==> config.mk <==
export PLATFORM = sky130hd
export DESIGN_NAME = updown_pwm_trip
export DESIGN_NICKNAME = d
export VERILOG_FILES = /design/src/rtl/pwm_pkg.sv /design/src/rtl/pwm_timebase.sv /design/src/rtl/pwm_trip_latch.sv /design/src/rtl/pwm_out_stage.sv /design/src/rtl/updown_pwm_trip.sv
export SDC_FILE = /design/constraint.sdc
export NUM_CORES = 1
export LEC_CHECK = 0
export ABC_AREA = 1
export BUFFER_PORTS_ARGS = -buffer_cell sky130_fd_sc_hd__buf_2
export CORE_MARGIN = 3
export CORE_UTILIZATION = 49
export CTS_BUF_LIST = sky130_fd_sc_hd__clkbuf_4 sky130_fd_sc_hd__clkbuf_8
export DETAILED_ROUTE_END_ITERATION = 6
export GPL_TIMING_DRIVEN = 1
export PLACE_DENSITY = 0.79
export SYNTH_ARGS = -nofsm -noshare
export SYNTH_HDL_FRONTEND = slang
export SYNTH_SLANG_ARGS = --single-unit
==> constraint.sdc <==
create_clock -name clk -period 1.9 [get_ports clk]
set_input_delay 0.38 -clock clk [delete_from_list [all_inputs] [get_ports clk]]
set_output_delay 0.38 -clock clk [all_outputs]
set_load 0.01 [all_outputs]
==> src/rtl/pwm_pkg.sv <==
// Shared type for the up-down PWM block: the counter direction encoding.
package pwm_pkg;
    typedef enum logic {
        DIR_UP   = 1'b0,
        DIR_DOWN = 1'b1
    } cnt_dir_e;
endpackage

==> src/rtl/pwm_timebase.sv <==
// Symmetric up-down time-base counter.
// Does: counts 0..period..0 while enabled; sync loads phase (priority),
// a direct write loads a value and keeps direction.
// Assumes: phase and written values are normally <= period; an out-of-range
// value simply counts down toward zero.
module pwm_timebase
    import pwm_pkg::*;
#(
    parameter int CNT_W = 16
) (
    input  logic             clk,
    input  logic             rst_n,
    input  logic             en,
    input  logic [CNT_W-1:0] period,
    input  logic [CNT_W-1:0] phase,
    input  logic             sync,
    input  logic             wr,
    input  logic [CNT_W-1:0] wdata,
    output logic [CNT_W-1:0] cnt,
    output cnt_dir_e         dir
);
    localparam logic [CNT_W-1:0] ONE  = CNT_W'(1);
    localparam logic [CNT_W-1:0] ZERO = '0;

    logic [CNT_W-1:0] cnt_nxt;
    cnt_dir_e         dir_nxt;

    // Next-state selection: sync, then write, then normal stepping.
    always_comb begin
        cnt_nxt = cnt;
        dir_nxt = dir;
        if (sync) begin
            cnt_nxt = phase;
            dir_nxt = DIR_UP;
        end else if (wr) begin
            cnt_nxt = wdata;
        end else if (en) begin
            if (dir == DIR_UP && cnt < period) begin
                cnt_nxt = cnt + ONE;
                dir_nxt = ((cnt + ONE) == period) ? DIR_DOWN : DIR_UP;
            end else if (cnt == ZERO) begin
                dir_nxt = DIR_UP;
            end else begin
                cnt_nxt = cnt - ONE;
                dir_nxt = (cnt == ONE) ? DIR_UP : DIR_DOWN;
            end
        end
    end

    // Counter and direction registers.
    always_ff @(posedge clk) begin
        if (!rst_n) begin
            cnt <= ZERO;
            dir <= DIR_UP;
        end else begin
            cnt <= cnt_nxt;
            dir <= dir_nxt;
        end
    end

    // a free-running rising step adds exactly one
    a_r1_step_up: assert property (@(posedge clk) disable iff (!rst_n)
        (en && !sync && !wr && dir == DIR_UP && cnt < period) |=> cnt == $past(cnt) + ONE);

    // disabled counter holds value and direction
    a_r3_hold: assert property (@(posedge clk) disable iff (!rst_n)
        (!en && !sync && !wr) |=> ($stable(cnt) && $stable(dir)));

    // sync loads phase and restarts rising
    a_r4_sync_load: assert property (@(posedge clk) disable iff (!rst_n)
        sync |=> (cnt == $past(phase) && dir == DIR_UP));

    // direct write loads value, direction unchanged
    a_r5_write_load: assert property (@(posedge clk) disable iff (!rst_n)
        (wr && !sync) |=> (cnt == $past(wdata) && dir == $past(dir)));
endmodule

==> src/rtl/pwm_trip_latch.sv <==
// One-shot trip latch with deferred release.
// Does: a trip sets the latch and cancels any pending clear; a clear request
// while latched is held pending and releases the latch only at a rising-slope
// zero of the counter.
// Assumes: at_zero_up is computed from the registered counter state.
module pwm_trip_latch (
    input  logic clk,
    input  logic rst_n,
    input  logic trip,
    input  logic clr_req,
    input  logic at_zero_up,
    output logic latched,
    output logic pending
);
    logic release_now;

    // Release fires only on a pending clear at the known counter point.
    always_comb release_now = pending && latched && at_zero_up && !trip;

    // Latch and pending-flag update; trip has top priority.
    always_ff @(posedge clk) begin
        if (!rst_n) begin
            latched <= 1'b0;
            pending <= 1'b0;
        end else if (trip) begin
            latched <= 1'b1;
            pending <= 1'b0;
        end else if (release_now) begin
            latched <= 1'b0;
            pending <= 1'b0;
        end else if (clr_req && latched) begin
            pending <= 1'b1;
        end
    end

    // a trip always leaves the latch set with nothing pending
    a_r6_trip_sets: assert property (@(posedge clk) disable iff (!rst_n)
        trip |=> (latched && !pending));

    // the latch falls only after a rising-slope zero
    a_r7_release_point: assert property (@(posedge clk) disable iff (!rst_n)
        (latched && !at_zero_up) |=> latched);

    // without a pending clear the latch cannot fall
    a_r8_needs_pending: assert property (@(posedge clk) disable iff (!rst_n)
        (latched && !pending) |=> latched);
endmodule

==> src/rtl/pwm_out_stage.sv <==
// Registered output stage for one PWM channel.
// Does: applies block (trip) > force > clear event > set event > hold.
// Assumes: set/clear events are single-cycle qualified by the caller.
module pwm_out_stage (
    input  logic clk,
    input  logic rst_n,
    input  logic block,
    input  logic frc_en,
    input  logic frc_lvl,
    input  logic set_evt,
    input  logic clr_evt,
    output logic q
);
    // Output register with fixed priority of sources.
    always_ff @(posedge clk) begin
        if (!rst_n)        q <= 1'b0;
        else if (block)    q <= 1'b0;
        else if (frc_en)   q <= frc_lvl;
        else if (clr_evt)  q <= 1'b0;
        else if (set_evt)  q <= 1'b1;
    end

    // a blocked channel is low on the next cycle
    a_r6_block_low: assert property (@(posedge clk) disable iff (!rst_n)
        block |=> !q);

    // an unblocked forced channel follows its level
    a_r9_force: assert property (@(posedge clk) disable iff (!rst_n)
        (frc_en && !block) |=> q == $past(frc_lvl));
endmodule

==> src/rtl/updown_pwm_trip.sv <==
// Up-down PWM channel pair with synchronized trip recovery.
// Does: A acts on rising-slope compare matches, B on falling-slope matches;
// a trip latch forces both low and is released only at a rising-slope zero.
// Assumes: all inputs are synchronous to clk.
module updown_pwm_trip
    import pwm_pkg::*;
#(
    parameter int CNT_W = 16
) (
    input  logic             clk,
    input  logic             rst_n,
    input  logic             tb_en,
    input  logic [CNT_W-1:0] period,
    input  logic [CNT_W-1:0] cmp,
    input  logic [CNT_W-1:0] phase,
    input  logic             sync_ext,
    input  logic             sync_sw,
    input  logic             cnt_wr,
    input  logic [CNT_W-1:0] cnt_wdata,
    input  logic             trip_in,
    input  logic             trip_clr,
    input  logic             frc_a_en,
    input  logic             frc_a_lvl,
    input  logic             frc_b_en,
    input  logic             frc_b_lvl,
    output logic             out_a,
    output logic             out_b,
    output logic [CNT_W-1:0] cnt,
    output logic             cnt_down,
    output logic             tripped
);
    cnt_dir_e   dir;
    logic       pending;
    logic       block;
    logic       at_zero_up;
    logic [1:0] set_evt;
    logic [1:0] clr_evt;
    logic [1:0] frc_en;
    logic [1:0] frc_lvl;
    logic [1:0] q;

    pwm_timebase #(.CNT_W(CNT_W)) u_tb (
        .clk(clk), .rst_n(rst_n), .en(tb_en), .period(period), .phase(phase),
        .sync(sync_ext | sync_sw), .wr(cnt_wr), .wdata(cnt_wdata),
        .cnt(cnt), .dir(dir)
    );

    pwm_trip_latch u_trip (
        .clk(clk), .rst_n(rst_n), .trip(trip_in), .clr_req(trip_clr),
        .at_zero_up(at_zero_up), .latched(tripped), .pending(pending)
    );

    // Compare-event decode and block condition from registered state.
    always_comb begin
        at_zero_up = (cnt == '0) && (dir == DIR_UP);
        block      = trip_in | tripped;
        set_evt[0] = (cnt == cmp) && (dir == DIR_UP);
        clr_evt[0] = (cnt == period);
        set_evt[1] = (cnt == cmp) && (dir == DIR_DOWN);
        clr_evt[1] = (cnt == '0);
        frc_en     = {frc_b_en, frc_a_en};
        frc_lvl    = {frc_b_lvl, frc_a_lvl};
    end

    // One output stage per channel.
    for (genvar ch = 0; ch < 2; ch++) begin : g_ch
        pwm_out_stage u_out (
            .clk(clk), .rst_n(rst_n), .block(block),
            .frc_en(frc_en[ch]), .frc_lvl(frc_lvl[ch]),
            .set_evt(set_evt[ch]), .clr_evt(clr_evt[ch]), .q(q[ch])
        );
    end

    assign out_a    = q[0];
    assign out_b    = q[1];
    assign cnt_down = (dir == DIR_DOWN);

    // output A never rises while the counter is falling past a match
    a_r2_a_rises_on_up: assert property (@(posedge clk) disable iff (!rst_n)
        (!block && !frc_a_en && dir == DIR_DOWN && cnt != cmp && !out_a) |=> !out_a);

    // outputs are still low right after a release
    a_r7_low_at_release: assert property (@(posedge clk) disable iff (!rst_n)
        $fell(tripped) |-> (!out_a && !out_b));
endmodule

# Yosys cells after proc, flatten, opt, wreduce, memory -nomap -nowiden
# Index checks and enable logic that the tools add are counted.
# word_totals
mem_bits_ro	0
elab_cells	55
mem_count	0
ram_bits	0
reg_bits	21
inputBits	76
out_inout_bits	20
latch_bits	0
# op_classes
bitwise_logic	5
n_mul	0
n_addsub	2
eq_ne	5
muxes	17
magnitude_cmp	1
n_div	0
reduce_logical	19
n_shift	0
# op_table
op	n
$mux 16	5
$eq 16x16->1	3
$add 16x1->16 const B	1
$eq 16x1->1 const B	1
$logic_not 16->1	1
$lt 16x16->1	1
$sub 16x1->16 const B	1
$mux 1	12
$reduce_bool 3->1	3
$logic_and 1x1->1	8
$ne 4x4->1 const B	1
$reduce_and 2->1	2
$reduce_or 2->1	2
$not 1->1	3
$reduce_or 3->1	1
$or 1x1->1	2
$reduce_bool 2->1	1
$logic_not 1->1	1

# Logic depth before layout (Yosys ltp)
# Gate-level depths: netlist (run 1).
# depth
ltp_word	6
depth_mapped	16

# Cells and area by module
# Synthesis (run 1) repeated with hierarchy kept, for this count alone.
# hier_totals
cells_unflattened	644
area_unflattened_um2	3515.9
# by_module_without_submodules
mod	n_inst	cells_per_inst	area_each_um2	seq_area_each_um2
pwm_timebase	1	465	2666.3	340.3
updown_pwm_trip	1	144	626.9	0.0
pwm_out_stage	2	10	62.6	20.0
pwm_trip_latch	1	15	97.6	40.0

# Least setup slack after synthesis (run 1)
# OpenSTA, ideal clock, no wires.
# synth_path
path_type	reg2reg
startpoint	reg u_tb.cnt[0]
endpoint	reg u_tb.cnt[1]
path_stages_with_launch	16
setup_time_ns	0.114
setup_slack_ns	-0.111
arrival_ns	1.897
synth_period_minus_slack_ns	2.011
cell_sequence	dfxtp_1 inv_1 ha_1 nor2_1 o21bai_1 nand2_1 nand2_1 nand2_1 nand2_2 nand2_4 nand3_4 nand2_4 buf_8 nand2_1 nand2_1 nor2_1
# synth_via
elab_chain_cells	6
elab_cells_between_ends	12
cone_classes	add/sub: 2; order compare: 1; eq/ne: 1; mux: 5; reduce/logical: 3
# synth_rtl
item	line_no	text
start, declared	pwm_timebase.sv:19	output logic [CNT_W-1:0] cnt,
start signal, assigned	pwm_timebase.sv:56	cnt <= cnt_nxt;
$sub 16x1->16 or $lt 16x16->1 (tied branches)	pwm_timebase.sv:44, pwm_timebase.sv:38	
$mux 16 or $logic_and 1x1->1 (tied branches)	pwm_timebase.sv:41, pwm_timebase.sv:38	
$mux 16	pwm_timebase.sv:38	if (dir == DIR_UP && cnt < period) begin
$mux 16	pwm_timebase.sv:37	end else if (en) begin
$mux 16	pwm_timebase.sv:35	end else if (wr) begin
$mux 16	pwm_timebase.sv:32	if (sync) begin
# Parallel ways exist; a longest one is shown, timed or not. The select of a mux whose other input is x is not followed.
# A chain may end at the register's enable or synchronous reset.

# Final worst setup path (run 1)
# layout_path
startpoint	reg u_tb.cnt[0]
endpoint	reg u_tb.dir
# layout_via
elab_chain_cells	4
elab_cells_between_ends	10
cone_classes	add/sub: 1; order compare: 1; eq/ne: 2; mux: 4; reduce/logical: 2
# layout_rtl
item	line_no	text
$add 16x1->16 or $eq 16x1->1 (tied branches)	pwm_timebase.sv:40, pwm_timebase.sv:45	
$eq 16x16->1 or $mux 1 (tied branches)	pwm_timebase.sv:40, pwm_timebase.sv:45	
$mux 1 (on tied branches)	pwm_timebase.sv:40, pwm_timebase.sv:41	
$mux 1 *	pwm_timebase.sv:38	
end signal, assigned	pwm_timebase.sv:57	dir <= dir_nxt;
end, declared	pwm_timebase.sv:20	output cnt_dir_e dir
# Mark *: on every way between the ends. The rest lies on a longest branch, timed or not.

==> flow_summary_export.csv, run 1 <==
group,metric,value,unit
run_status,status,"finished with violations",
run_status,violations,"negative setup slack",
route,routedWlPerCell,15.5,microns
clock_tree,clkSinkCount,21,
synthesis,synth.area.top_cells,"nand2_1 21%, dfxtp_1 13%, nand3_1 11%, ha_1 7.7%, nor2_1 7.5%",
floorplanning,die_h,87.2,microns
synthesis,synthArstFlopShare,0,%
route,dr.pass1.iters,6,
synthesis,synth-edff-count,0,
sta,slew_headroom,66.9,%
placed_design,place_inst,803,
global_route,grt_max_degree,20,
sta,finalClockSkew,0.00194,ns
pwr,p_leak,2.57,nW
clock_tree,cts-root-buf,"clkbuf_8",
pwr,ir_drop,0.331,mV
layout,fin_cells,817,
clock_tree,clk_pin_slew,0.09,ns
route,wirelength,12700,microns
global_route,grt_pass1_wl,19900,microns
clock_tree,worstSkewPairLatency,0.27,ns
clock_tree,htree_levels,1,
layout,area_delta_synth_final,45.7,%
clock_tree,tritoncts,"built",
sta,max_freq,495,MHz
sta,post-route-min-period,2.02,ns
pwr,seqPwrFrac,25.7,%
synthesis,yosysSeqAreaShare,13.0,%
layout,layout-drive-gt1-share,38.7,%
floorplanning,core_area,6170,sq um
critical_path,critPathCaptureType,"flip-flop",
route,via_count,4444,
min_path,hold_depth,3,
floorplanning,num_io_pins,96,
min_path,hp-class,"in -> reg",
sta,setup_ws,-0.120,ns
synthesis,syn_area_per_cell,5.61,sq um
synthesis,yosys_warnings,0,
synthesis,syn-cell-area,3230,sq um
placed_design,port_buffers,95,
layout,antenna_cells,0,
pwr,swShare,43.3,%
route,first_iter_violations,347,
global_route,grt_pass1_vias,4128,
pwr,netSwitchingPower,0.000870,W
pwr,pwr-share-comb,58.4,%
global_route,overflow,0,
route,postRouteAntennaNets,0,
synthesis,ys_ff_latch,21,
floorplanning,dieArea,7610,sq um
placed_design,gp_congestion,1.04,
route,remaining_drc_errors,0,
route,via_per_inst,5.44,
synthesis,synth_cell_type_count,38,
synthesis,yosys.area.top_type,"nand2_1",
clock_tree,cts_buffer_depth,2,
layout,num-nets-final,839,
sta,worstMarginPinSlew,0.495,ns
synthesis,synth_nets,673,
sta,hold_viol,0,
layout,multi_input_area,2730,sq um
flow_run,drv_cap,0,
pwr,p_int,0.00114,W
critical_path,cp-start-kind,"flip-flop",
global_route,grt_usage,32.9,%
pwr,clockPowerShare,15.9,%
sta,tns,-1.13,ns
clock_tree,cts_hold_buf,0,
critical_path,rr_worst_depth,13,
layout,final_common_cell,"nand2_1",
synthesis,synth_cells,577,
critical_path,required,2.11,ns
synthesis,synth_top_area_share,21.5,%
pwr,cellPowerDensity,426,nW/um^2
critical_path,critPathArrivalTime,2.23,ns
global_route,grt_antenna_before_repair,0,
layout,fill_cells,524,
floorplanning,rows,28,
sta,finalSetupViolCount,17,
sta,slew_viol_final,0,
clock_tree,numCtsBuffers,3,
sta,rsz0062_at_grt,"yes",
floorplanning,dieWidth,87.2,microns
critical_path,worstSetupPathType,"reg -> reg",
synthesis,ys.flop_type,"dfxtp_1",
floorplanning,start_util,52.5,%
sta,final.period_utilization,106,%
placed_design,dp_hpwl,9860,microns
critical_path,path_max_fanout,4,
layout,register_area,435,sq um
layout,final_cell_mix,"174 x nand2_1, 95 x buf_2, 77 x buf_4, 62 x nand3_1, 60 x nor2_1",
## flip-flops by register name, summed over array words and instances, names as in the netlist
signal,cells
u_tb.cnt,16
g_ch.u_out.q,2
u_tb.dir,1
u_trip.latched,1
u_trip.pending,1
## cell families (layout without fill, tap and decap cells)
kind of cell | after synthesis | after routing | share of synthesized area [%]
AOI/OAI and AO/OA | 46 | 46 | 7.89
and+or+nand+nor | 384 | 385 | 54.5
DFF | 21 | 21 | 13.0
buffers and inverters | 85 | 249 | 11.2
adders and majority gates | 20 | 20 | 7.74
xor gates and xnor gates | 21 | 21 | 5.69
## path summary, 6_finish.rpt
path	from	endpoint	slack (ns)
worst min register to register	u_trip.pending	u_trip.pending	0.54
worst max-delay path	u_tb.cnt[0]	u_tb.dir	-0.12
worst min-delay path	trip_in	u_trip.latched	0.35
worst max register to register	u_tb.cnt[0]	u_tb.dir	-0.12
## metal layers
| metal | vias up | share of wire, % | track usage, % |
|---|---|---|---|
| met4 | 0 | 2.3 | 10.2 |
| met5 | - | 0 | 0 |
| met3 | 28 | 8.7 | 1.70 |
| met2 | 240 | 46 | 53.0 |
| met1 | 2000 | 43 | 46.9 |
| li1 | 2176 | - | - |
## cell usage after synthesis (2+ instances only)
library cell / instances
nand2_1: 185
nand3_1: 70
nor2_1: 65
inv_1: 59
a21oi_1: 25
dfxtp_1: 21
ha_1: 20
nand4_1: 14
or2_2: 13
xnor2_1: 11
xor2_1: 10
nor2_2: 8
nor3_1: 8
clkbuf_1: 6
nand2_2: 6
nor2_4: 6
o21ai_0: 6
buf_2: 5
inv_2: 5
o21ai_1: 5
buf_1: 3
buf_4: 3
nand2_4: 3
o211ai_1: 3
buf_6: 2
nor3_2: 2
o21bai_1: 2
## per-stage QoR
stage | total power, W | setup WS, ns | hold WS [ns] | utilization, % | area [sq um]
6_report | 0.00201 | -0.120 | 0.347 | 76.4 | 4710
5_1_grt | 0.00213 | -0.222 | 0.362 | 76.4 | 4710
4_1_cts | 0.00192 | -0.0410 | 0.345 | 74.5 | 4590
3_5_place_dp | 0.00154 | -0.362 | 0.519 | 69.6 | 4290
3_3_place_gp | 0.00152 | -0.342 | 0.508 | 69.6 | 4290
2_1_floorplan | 0.00112 | 0.00400 | 0.489 | - | 3250
## worst max-delay path, cell delays in order (launching register included)
cell	delay, ns
dfxtp_4	0.41
inv_4	0.06
ha_1	0.29
inv_1	0.09
nand2_1	0.05
nor2_1	0.10
nand3_1	0.08
nor2_1	0.09
nand2_1	0.06
nor2_1	0.10
nand4_1	0.15
nor2_2	0.19
nand2_1	0.12
a21oi_2	0.15
## what timing repair did
action,in CTS,in global routing
setup buffers,9,0
gates cloned,1,0
resized for setup,35,36
setup endpoints to repair,17,18
pin swaps,18,11
## cell type report
cell class	count	area share, %
multi-input cells	472	57.9
repair buffers	180	24.6
flip-flops and latches	21	9.24
inverters	65	5.28
well taps	75	1.99
clock buffers	3	0.876
clock inverters	1	0.106
## power groups by stage
stage / logic [W] / registers (W) / clock network, W
6_report: 0.00117 / 0.000515 / 0.000319
3_3_place_gp: 0.00101 / 0.000516 / 0
2_1_floorplan: 0.000584 / 0.000534 / 0
4_1_cts: 0.00110 / 0.000511 / 0.000314
3_5_place_dp: 0.00102 / 0.000517 / 0
5_1_grt: 0.00128 / 0.000517 / 0.000331
No activity file was read; power rests on OpenSTA's default activity.
==> run 2, diff against run 1 <==
Clock period 1.9 ns to 1.8 ns, I/O delays scaled along.
==> flow_summary_export.csv, run 2 (same netlist as run 1, synthesis figures left out) <==
group,metric,value,unit
clock_tree,cts-root-buf,"clkbuf_8",
critical_path,cpPeakStageDelay,0.35,ns
sta,hold_slack,0.328,ns
critical_path,critPathArrivalTime,2.20,ns
sta,post-route-min-period,2.00,ns
layout,area_delta_synth_final,61.2,%
clock_tree,worstSkewPairLatency,0.28,ns
floorplanning,dieArea,7610,sq um
global_route,grt_antenna_before_repair,0,
global_route,grt_use_met2,57.8,%
sta,tns,-2.65,ns
layout,final_cell_mix,"161 x nand2_1, 104 x buf_4, 95 x buf_2, 59 x nor2_1, 57 x nand3_1",
route,postRouteAntennaNets,0,
global_route,grt_busiest_layer,"met2",
floorplanning,dieWidth,87.2,microns
placed_design,place_inst,834,
global_route,grt_pass1_wl,21100,microns
placed_design,dpl_cell_area,4580,sq um
layout,largest_register_ffs,16,
clock_tree,htree_levels,1,
critical_path,cp-start-kind,"flip-flop",
global_route,grt.met1_usage,46.0,%
floorplanning,start_util,52.5,%
route,dr.pass1.iters,6,
floorplanning,rows,28,
sta,finalSetupViolCount,19,
critical_path,required,2.00,ns
sta,slew_viol_final,0,
clock_tree,clk_pin_slew,0.09,ns
clock_tree,tritoncts,"built",
layout,antenna_cells,0,
critical_path,critPathCaptureType,"flip-flop",
floorplanning,core_area,6170,sq um
route,via_count,4883,
route,via_per_inst,5.72,
layout,fin_cells,853,
route,wirelength,14900,microns
sta,setup_ws,-0.197,ns
clock_tree,numCtsBuffers,3,
critical_path,worstSetupPathType,"reg -> reg",
clock_tree,cts_hold_buf,0,
layout,final_common_cell,"nand2_1",
placed_design,gp_congestion,0.985,
layout,postLayoutCoreUtil,84.6,%
layout,num-nets-final,875,
global_route,grt_pass1_vias,4390,
layout,regMostFlops,"u_tb.cnt",
pwr,cellPowerDensity,442,nW/um^2
pwr,p_leak,2.81,nW
sta,final.period_utilization,111,%
sta,worstMarginPinSlew,0.723,ns
clock_tree,cts_buffer_depth,2,
placed_design,port_buffers,95,
critical_path,crit_chain,"ha_1, nand2_1, inv_1, nor2_1, o21a_1, nand2_2, nand2_4, nand2_8, nand3_4, buf_6, nand2_8, nand2_2, nand2_1, a21oi_1",
placed_design,dp_hpwl,10400,microns
run_status,status,"finished with violations",
layout,reg.largest.list,"u_tb.cnt (16), g_ch.u_out.q (2)",
route,first_iter_violations,604,
floorplanning,die_h,87.2,microns
min_path,hp-class,"in -> reg",
layout,layout-drive-gt1-share,46.4,%
global_route,grt_usage,35.5,%
global_route,grt_max_degree,20,
sta,max_freq,501,MHz
route,routedWlPerCell,17.4,microns
pwr,ir_drop,0.374,mV
critical_path,slowest_stage,"dfxtp_2",
critical_path,path_max_fanout,5,
sta,hold_viol,0,
global_route,grt_util_met3,6.62,%
floorplanning,num_io_pins,96,
sta,rsz0062_at_grt,"yes",
sta,slew_headroom,51.7,%
flow_run,drv_cap,0,
layout,final_area,5220,sq um
route,remaining_drc_errors,0,
sta,finalClockSkew,0.0109,ns
global_route,overflow,0,
clock_tree,clkSinkCount,21,
run_status,violations,"negative setup slack",
run 2: cell count changes in the layout (fill, tap and decap cells not counted), moves of 5 or more:
cell / delta
buf_4: +27
nand2_1: -13
nand2_2: +11
buf_6: +8
nand3_2: +7
dfxtp_1: -6
ha_1: -6
ha_4: +6
nand3_1: -5
run 2: timing repair:
item / CTS / global route
pin swaps: 17 / 23
endpoints found under the setup margin: 18 / 20
buffers inserted: 5 / 6
resized for setup: 45 / 66
cloned: 4 / 0
run 2: area by class of cell:
type	count	area [sq um]
clock buffer	3	41.3
clock inverter	1	7.51
fill	412	951
inverter	65	272
multi-input combinational	474	2910
sequential	21	453
tap	75	93.8
timing repair buffer	214	1430
run 2: per-layer routing:
layer | vias up | part of all wire, %
met1 | 2193 | 39
met4 | 0 | 4.9
li1 | 2253 | -
met2 | 361 | 45
met3 | 76 | 11
met5 | - | 0
run 2: per-stage QoR:
stage | total power, W | worst slack (ns)
2_1_floorplan | 0.00120 | -0.0870
3_3_place_gp | 0.00171 | -0.341
3_5_place_dp | 0.00173 | -0.415
4_1_cts | 0.00213 | -0.125
5_1_grt | 0.00242 | -0.303
6_report | 0.00231 | -0.197
run 2: power breakdown:
part / switching, W / leakage, nW / internal, W / total, W
clock: 0.000180 / 0.0217 / 0.000157 / 0.000337
combinational: 0.000783 / 2.60 / 0.000633 / 0.00142
sequential: 0.0000521 / 0.180 / 0.000501 / 0.000553
total: 0.00101 / 2.81 / 0.00129 / 0.00231
run 2: worst paths after layout:
check	slack [ns]	cells past startpoint	endpoint	start
max	-0.20	14	u_tb.cnt[9]	u_tb.cnt[7]
min	0.33	3	u_trip.latched	trip_in
max reg2reg	-0.20	14	u_tb.cnt[9]	u_tb.cnt[7]
min reg2reg	0.55	3	u_trip.pending	u_trip.pending
run 2: critical path: cells and delay by family (launching register included):
kind,cells,cell delay [ns]
flip-flops,1,0.35
adder cells (fa/ha/maj),1,0.28
AND/OR/NAND/NOR,9,0.82
buffers and inverters,2,0.16
AO/OA/AOI/OAI,2,0.31
